==> config.mk <==
export PLATFORM = sky130hd
export DESIGN_NAME = ser_tx_core
export DESIGN_NICKNAME = d
export VERILOG_FILES = /design/src/rtl/ser_tx_pkg.sv /design/src/rtl/ser_tx_timer.sv /design/src/rtl/ser_tx_hold.sv /design/src/rtl/ser_tx_fsm.sv /design/src/rtl/ser_tx_core.sv
export SDC_FILE = /design/constraint.sdc
export NUM_CORES = 1
export LEC_CHECK = 0
export CORE_MARGIN = 2
export CORE_UTILIZATION = 40
export DETAILED_ROUTE_END_ITERATION = 16
export DONT_BUFFER_PORTS = 1
export GPL_ROUTABILITY_DRIVEN = 0
export GPL_TIMING_DRIVEN = 0
export MAX_ROUTING_LAYER = met4
export PLACE_DENSITY = 0.54
export SKIP_LAST_GASP = 1
export SYNTH_ARGS = -nofsm -noshare
export SYNTH_HDL_FRONTEND = slang
export SYNTH_SLANG_ARGS = --single-unit
==> constraint.sdc <==
create_clock -name clk -period 8.7 [get_ports clk]
set_input_delay 0 -clock clk [delete_from_list [all_inputs] [get_ports clk]]
set_output_delay 0 -clock clk [all_outputs]
set_load 0.02 [all_outputs]
==> src/rtl/ser_tx_pkg.sv <==
package ser_tx_pkg;

  typedef enum logic [2:0] {
    TXS_IDLE  = 3'd0,
    TXS_START = 3'd1,
    TXS_DATA  = 3'd2,
    TXS_PAR   = 3'd3,
    TXS_STOP  = 3'd4
  } txs_e;

  localparam logic [1:0] DIV_SEL_MID  = 2'd2;
  localparam logic [1:0] DIV_SEL_HI   = 2'd3;
  localparam logic [1:0] STOP_SEL_1P5 = 2'd2;
  localparam logic [1:0] STOP_SEL_2   = 2'd3;
  localparam int unsigned MIN_BITS    = 5;

endpackage

==> src/rtl/ser_tx_timer.sv <==
// Counts transmit ticks within the current phase and flags its last tick.
module ser_tx_timer #(
  parameter int unsigned DIV_MID = 16,
  parameter int unsigned DIV_HI  = 64,
  parameter int unsigned CNT_W   = 8
) (
  input  logic       clk,
  input  logic       rst_n,
  input  logic       tick_en,
  input  logic       restart,
  input  logic       in_stop,
  input  logic [1:0] div_sel,
  input  logic [1:0] stop_sel,
  output logic       phase_done
);
  import ser_tx_pkg::*;

  logic [CNT_W-1:0] cnt_q, cnt_d;
  logic [CNT_W-1:0] bit_len, stop_len, limit_m1;

  always_comb begin
    unique case (div_sel)
      DIV_SEL_MID: bit_len = CNT_W'(DIV_MID);
      DIV_SEL_HI:  bit_len = CNT_W'(DIV_HI);
      default:     bit_len = CNT_W'(1);
    endcase
  end

  // A one-tick bit cannot be halved: 1.5 stop bits round up to two.
  always_comb begin
    unique case (stop_sel)
      STOP_SEL_1P5: stop_len = (bit_len == CNT_W'(1)) ? CNT_W'(2)
                                                     : bit_len + (bit_len >> 1);
      STOP_SEL_2:   stop_len = bit_len << 1;
      default:      stop_len = bit_len;
    endcase
  end

  assign limit_m1   = (in_stop ? stop_len : bit_len) - CNT_W'(1);
  assign phase_done = tick_en && (cnt_q == limit_m1);

  always_comb begin
    cnt_d = cnt_q;
    if (restart)         cnt_d = '0;
    else if (phase_done) cnt_d = '0;
    else if (tick_en)    cnt_d = cnt_q + CNT_W'(1);
  end

  always_ff @(posedge clk or negedge rst_n) begin
    if (!rst_n) cnt_q <= '0;
    else        cnt_q <= cnt_d;
  end

endmodule

==> src/rtl/ser_tx_hold.sv <==
// One-deep holding register between the processor and the shifter.
module ser_tx_hold #(
  parameter int unsigned DATA_W = 8
) (
  input  logic              clk,
  input  logic              rst_n,
  input  logic              wr_en,
  input  logic [DATA_W-1:0] wr_data,
  input  logic              take,
  output logic              full,
  output logic [DATA_W-1:0] data
);

  logic              full_q, full_d;
  logic [DATA_W-1:0] data_q, data_d;

  always_comb begin
    full_d = (full_q && !take) || wr_en;
    data_d = wr_en ? wr_data : data_q;
  end

  always_ff @(posedge clk or negedge rst_n) begin
    if (!rst_n) begin
      full_q <= 1'b0;
      data_q <= '0;
    end else begin
      full_q <= full_d;
      if (wr_en) data_q <= data_d;
    end
  end

  assign full = full_q;
  assign data = data_q;

endmodule

==> src/rtl/ser_tx_fsm.sv <==
// Character sequencer: start, data, optional parity, stop.
module ser_tx_fsm #(
  parameter int unsigned DATA_W = 8,
  parameter int unsigned IDX_W  = 3
) (
  input  logic              clk,
  input  logic              rst_n,
  input  logic              phase_done,
  input  logic              hold_full,
  input  logic [DATA_W-1:0] hold_data,
  input  logic              tx_en,
  input  logic              brk,
  input  logic [1:0]        len_sel,
  input  logic              par_en,
  input  logic              par_even,
  output logic              take,
  output logic              in_stop,
  output logic              busy,
  output logic              txd
);
  import ser_tx_pkg::*;

  txs_e              state_q, state_d;
  logic [DATA_W-1:0] shreg_q, shreg_d;
  logic [IDX_W-1:0]  idx_q, idx_d;
  logic              par_q, par_d;
  logic [DATA_W-1:0] len_mask;
  logic [DATA_W-1:0] masked;
  logic [IDX_W-1:0]  last_idx;
  logic              line;

  always_comb begin
    for (int i = 0; i < int'(DATA_W); i++)
      len_mask[i] = (i < (int'(MIN_BITS) + int'(len_sel)));
  end

  assign masked   = hold_data & len_mask;
  assign last_idx = IDX_W'(int'(MIN_BITS) - 1 + int'(len_sel));

  assign take = tx_en && hold_full &&
                ((state_q == TXS_IDLE) || ((state_q == TXS_STOP) && phase_done));

  always_comb begin
    state_d = state_q;
    shreg_d = shreg_q;
    idx_d   = idx_q;
    par_d   = par_q;
    if (take) begin
      state_d = TXS_START;
      shreg_d = masked;
      idx_d   = '0;
      par_d   = par_even ? (^masked) : ~(^masked);
    end else if (phase_done) begin
      unique case (state_q)
        TXS_START: state_d = TXS_DATA;
        TXS_DATA: begin
          shreg_d = shreg_q >> 1;
          idx_d   = idx_q + IDX_W'(1);
          if (idx_q == last_idx) state_d = par_en ? TXS_PAR : TXS_STOP;
        end
        TXS_PAR:  state_d = TXS_STOP;
        TXS_STOP: state_d = TXS_IDLE;
        default:  state_d = state_q;
      endcase
    end
  end

  always_ff @(posedge clk or negedge rst_n) begin
    if (!rst_n) begin
      state_q <= TXS_IDLE;
      shreg_q <= '0;
      idx_q   <= '0;
      par_q   <= 1'b0;
    end else begin
      state_q <= state_d;
      shreg_q <= shreg_d;
      idx_q   <= idx_d;
      par_q   <= par_d;
    end
  end

  always_comb begin
    unique case (state_q)
      TXS_START: line = 1'b0;
      TXS_DATA:  line = shreg_q[0];
      TXS_PAR:   line = par_q;
      default:   line = 1'b1;
    endcase
  end

  assign txd     = line && !brk;
  assign in_stop = (state_q == TXS_STOP);
  assign busy    = (state_q != TXS_IDLE);

endmodule

==> src/rtl/ser_tx_core.sv <==
module ser_tx_core #(
  parameter int unsigned DATA_W  = 8,
  parameter int unsigned DIV_MID = 16,
  parameter int unsigned DIV_HI  = 64
) (
  input  logic              clk,
  input  logic              rst_n,
  input  logic              tick_en,
  input  logic [1:0]        cfg_div,
  input  logic [1:0]        cfg_len,
  input  logic              cfg_par_en,
  input  logic              cfg_par_even,
  input  logic [1:0]        cfg_stop,
  input  logic              cmd_tx_en,
  input  logic              cmd_break,
  input  logic              wr_en,
  input  logic [DATA_W-1:0] wr_data,
  output logic              txd,
  output logic              tx_ready,
  output logic              tx_empty
);

  localparam int unsigned CNT_W = $clog2(2 * DIV_HI + 1);
  localparam int unsigned IDX_W = $clog2(DATA_W);

  logic              take;
  logic              hold_full;
  logic [DATA_W-1:0] hold_data;
  logic              phase_done;
  logic              in_stop;
  logic              busy;

  ser_tx_hold #(.DATA_W(DATA_W)) u_hold (
    .clk     (clk),
    .rst_n   (rst_n),
    .wr_en   (wr_en),
    .wr_data (wr_data),
    .take    (take),
    .full    (hold_full),
    .data    (hold_data)
  );

  ser_tx_timer #(.DIV_MID(DIV_MID), .DIV_HI(DIV_HI), .CNT_W(CNT_W)) u_timer (
    .clk        (clk),
    .rst_n      (rst_n),
    .tick_en    (tick_en),
    .restart    (take),
    .in_stop    (in_stop),
    .div_sel    (cfg_div),
    .stop_sel   (cfg_stop),
    .phase_done (phase_done)
  );

  ser_tx_fsm #(.DATA_W(DATA_W), .IDX_W(IDX_W)) u_fsm (
    .clk        (clk),
    .rst_n      (rst_n),
    .phase_done (phase_done),
    .hold_full  (hold_full),
    .hold_data  (hold_data),
    .tx_en      (cmd_tx_en),
    .brk        (cmd_break),
    .len_sel    (cfg_len),
    .par_en     (cfg_par_en),
    .par_even   (cfg_par_even),
    .take       (take),
    .in_stop    (in_stop),
    .busy       (busy),
    .txd        (txd)
  );

  assign tx_ready = !hold_full;
  assign tx_empty = !hold_full && !busy;

endmodule

==> qor.csv <==
stage,metric,value,unit
finish,nFillCells,450,
critical_path,crit_chain,"buf_6, nor4bb_4, buf_6, or2b_1, ha_1, and2b_1, mux2i_1, a221oi_4, nand3_1, o21ai_1, o22ai_1",
sta,fmax,333,MHz
logic_synthesis,yosysTopAreaCellShare,40.9,%
global_route,grt_max_degree,33,
sta,finalMaxSlewViolations,0,
routing,drt_iter0_drc,30,
floorplan,die_area,5460,um^2
critical_path,start_kind,flip-flop,
floorplan,io_pins,25,
clock_tree,postCtsSetupBuffers,0,
sta,rsz0062_at_grt,false,
floorplan,core,4720,um^2
power,p_int,348,uW
logic_synthesis,yosys_most_used_dff,dfrtp_1,
logic_synthesis,synthDistinctLibCells,51,
logic_synthesis,yosysWarnings,0,
run_status,status,completed,
finish,fin_util,48.4,%
global_route,grt_use_total,16.8,%
power,p_per_area,225,nW/um^2
finish,nets,240,
critical_path,path_max_fanout,9,
critical_path,cp_common_cell,buf_6,
sta,timing.final.crit_share,34.5,%
power,seq_power_share,42.4,%
finish,stdcell_count,283,
finish,drive_gt1_share,14.4,%
clock_tree,clk_pin_slew,0.07,ns
clock_tree,cts_resized,0,
clock_tree,cts_buffers,5,
flow_run,drv_cap,0,
finish,antenna_cells,0,
critical_path,cp.required,8.84,ns
floorplan,fp.dieW,73.9,um
global_route,grt_pass1_vias,1456,
logic_synthesis,synth_area_leaders,"dfrtp_1 (41%), xnor2_1 (4.9%), mux2i_1 (4.6%)",
sta,finClkSkew,0.00683,ns
place,io_buffers,0,
power,swShare,32.3,%
critical_path,worstSetupEndpointType,flip-flop,
power,power_leakage,0.978,nW
routing,via_count,1488,
critical_path,critical_path_class,reg2reg,
global_route,antenna_found_initial,0,
clock_tree,cts_tree,done,
sta,holdWs,0.0264,ns
power,ir_drop,0.111,mV
logic_synthesis,yosysTopAreaCell,dfrtp_1,
critical_path,crit_slowest_cell,dfrtp_1,
clock_tree,ctsHtreeMaxLevel,2,
power,power_frac_clock,27.0,%
sta,tightest_slew,0.868,ns
finish,syn_to_final_growth,17.0,%
logic_synthesis,synth_nets,220,
logic_synthesis,syn_inst,195,
floorplan,initial_utilization,41.4,%
sta,setup_viol,0,
logic_synthesis,syn_area,1960,um^2
routing,viasPerCell,5.26,
critical_path,cp-startpoint,u_fsm.state_q[1],
floorplan,core.rowCount,25,
global_route,gr-total-overflow,0,
critical_path,arrival,3.14,ns
clock_tree,clk_latency,0.28,ns
global_route,grt_pass1_wl,6.74,mm
power,p_sw,166,uW
routing,firstDrtPassIters,4,
logic_synthesis,yosysSeqAreaShare,40.9,%
logic_synthesis,avgSynthCellArea,10.0,um^2
logic_synthesis,synth-edff-count,0,
clock_tree,cts_sinks,32,
hold_path,min_from,cfg_len[0],
floorplan,chipHeight,73.9,um
routing,wl_per_cell,14.3,um
hold_path,hp-class,in2reg,
critical_path,reg2regPathDepth,11,
critical_path,timing.rr.start,u_fsm.state_q[1],
clock_tree,cts_hold_buf,13,
sta,final.setup.tns,0,ns
routing,drc,0,
clock_tree,root_buffer,clkbuf_8,
sta,min_period,3.00,ns
routing,wirelength,4.06,mm
place,hpwl,2.95,mm
sta,relSlewSlack,41.6,%
sta,final_hold_viol_count,0,
routing,ant_nets,0,
power,finalPower,514,uW
critical_path,critPathMaxStageDelay,0.37,ns
power,combPwrFrac,30.7,%
place,dp_cells,262,
logic_synthesis,synth-async-reset-ratio,100,%
logic_synthesis,synth_seq_cells,32,
hold_path,worstHoldPathCells,2,
clock_tree,clockBufferDepth,2,
[final timing paths]
path	end	slack [ns]
min	u_fsm.shreg_q[5]	0.03
max reg2reg	u_timer.cnt_q[0]	5.70
min reg2reg	u_hold.data[5]	0.51
min in group asynchronous	u_fsm.state_q[1]	0.17
max in group asynchronous	u_fsm.shreg_q[1]	8.36
max	u_timer.cnt_q[0]	5.70
[logic make-up (layout without fill, tap and decap cells)]
kind of cell	Yosys count	after routing	synth area share (%)
compound gates	39	39	14.5
xor+xnor	20	20	8.96
fa+ha+maj	3	3	1.92
buf+inv	20	41	5.63
flops	32	32	40.9
mux	17	17	9.21
simple gates	64	64	18.8
[cells in the mapped netlist, types with 2 or more instances]
| master | count |
|---|---|
| a21oi_1 | 9 |
| a21boi_0 | 2 |
| xnor2_1 | 11 |
| nand2_1 | 10 |
| buf_6 | 4 |
| mux2i_1 | 9 |
| ha_1 | 3 |
| nor2b_1 | 3 |
| nor4_1 | 2 |
| xor2_1 | 9 |
| or3b_1 | 2 |
| nand2b_1 | 3 |
| nand3_1 | 8 |
| buf_1 | 2 |
| clkbuf_1 | 4 |
| nand4_1 | 4 |
| o211ai_1 | 3 |
| o21ai_1 | 4 |
| dfrtp_1 | 32 |
| inv_1 | 8 |
| nor3_1 | 6 |
| nor2_1 | 14 |
| mux2_2 | 8 |
| o21ai_0 | 7 |
| o31ai_1 | 2 |
[area by class of cell]
type                    count  area [um^2]  area share, %
flip-flops and latches     32          801           35.0
clock buffers               6         72.6           3.17
multi-input cells         143         1040           45.7
plain buffers              12         80.1           3.50
clock inverters             2         35.0           1.53
repair buffers             13          140           6.13
inverters                   8         30.0           1.31
well taps                  67         83.8           3.67
[worst max-delay path: cells and delay by family, from the launching register on]
family	cells	cell delay, ns
mux	1	0.10
compound gates	3	0.86
flops	1	0.37
fa+ha+maj	1	0.26
buf+inv	2	0.31
simple gates	4	0.96
[state kept, by name, indices dropped and copies added (netlist names)]
register       count
u_fsm.par_q        1
u_fsm.shreg_q      8
u_hold.data        8
u_fsm.idx_q        3
u_timer.cnt_q      8
u_hold.full        1
u_fsm.state_q      3
[power groups by stage]
| stage | Combinational (mW) | Clock [mW] | Sequential [mW] |
|---|---|---|---|
| 2_1_floorplan | 0.128 | 0 | 0.212 |
| 3_3_place_gp | 0.146 | 0 | 0.220 |
| 3_5_place_dp | 0.150 | 0 | 0.222 |
| 4_1_cts | 0.159 | 0.144 | 0.219 |
| 5_1_grt | 0.178 | 0.149 | 0.225 |
| 6_report | 0.158 | 0.139 | 0.218 |
[cell usage in the layout, fill, tap and decap left out, types with 5 or more instances in the layout]
cell type,instances
a21oi_1,9
clkbuf_1,5
nor2_1,14
mux2i_1,9
dfrtp_1,32
xnor2_1,11
nand2_1,10
nand3_1,8
inv_1,8
mux2_2,8
dlygate4sd3_1,12
clkbuf_8,5
xor2_1,9
nor3_1,6
o21ai_0,7
[per-layer routing]
| layer | vias to the layer above | global-route usage, % | part of all wire (%) |
|---|---|---|---|
| li1 | 730 | - | - |
| met1 | 733 | 18.8 | 43 |
| met2 | 23 | 29.1 | 53 |
| met3 | 2 | 4.80 | 3.3 |
| met4 | 0 | 4.85 | 0.54 |
| met5 | - | - | 0 |
[through the flow]
step	instance area, um^2	setup WS (ns)
floorplan	1960	5.91
global placement	2040	5.72
detailed placement	2040	5.68
CTS	2290	5.66
global route	2290	5.46
finish	2290	5.70
No activity file was read; power rests on OpenSTA's default activity.
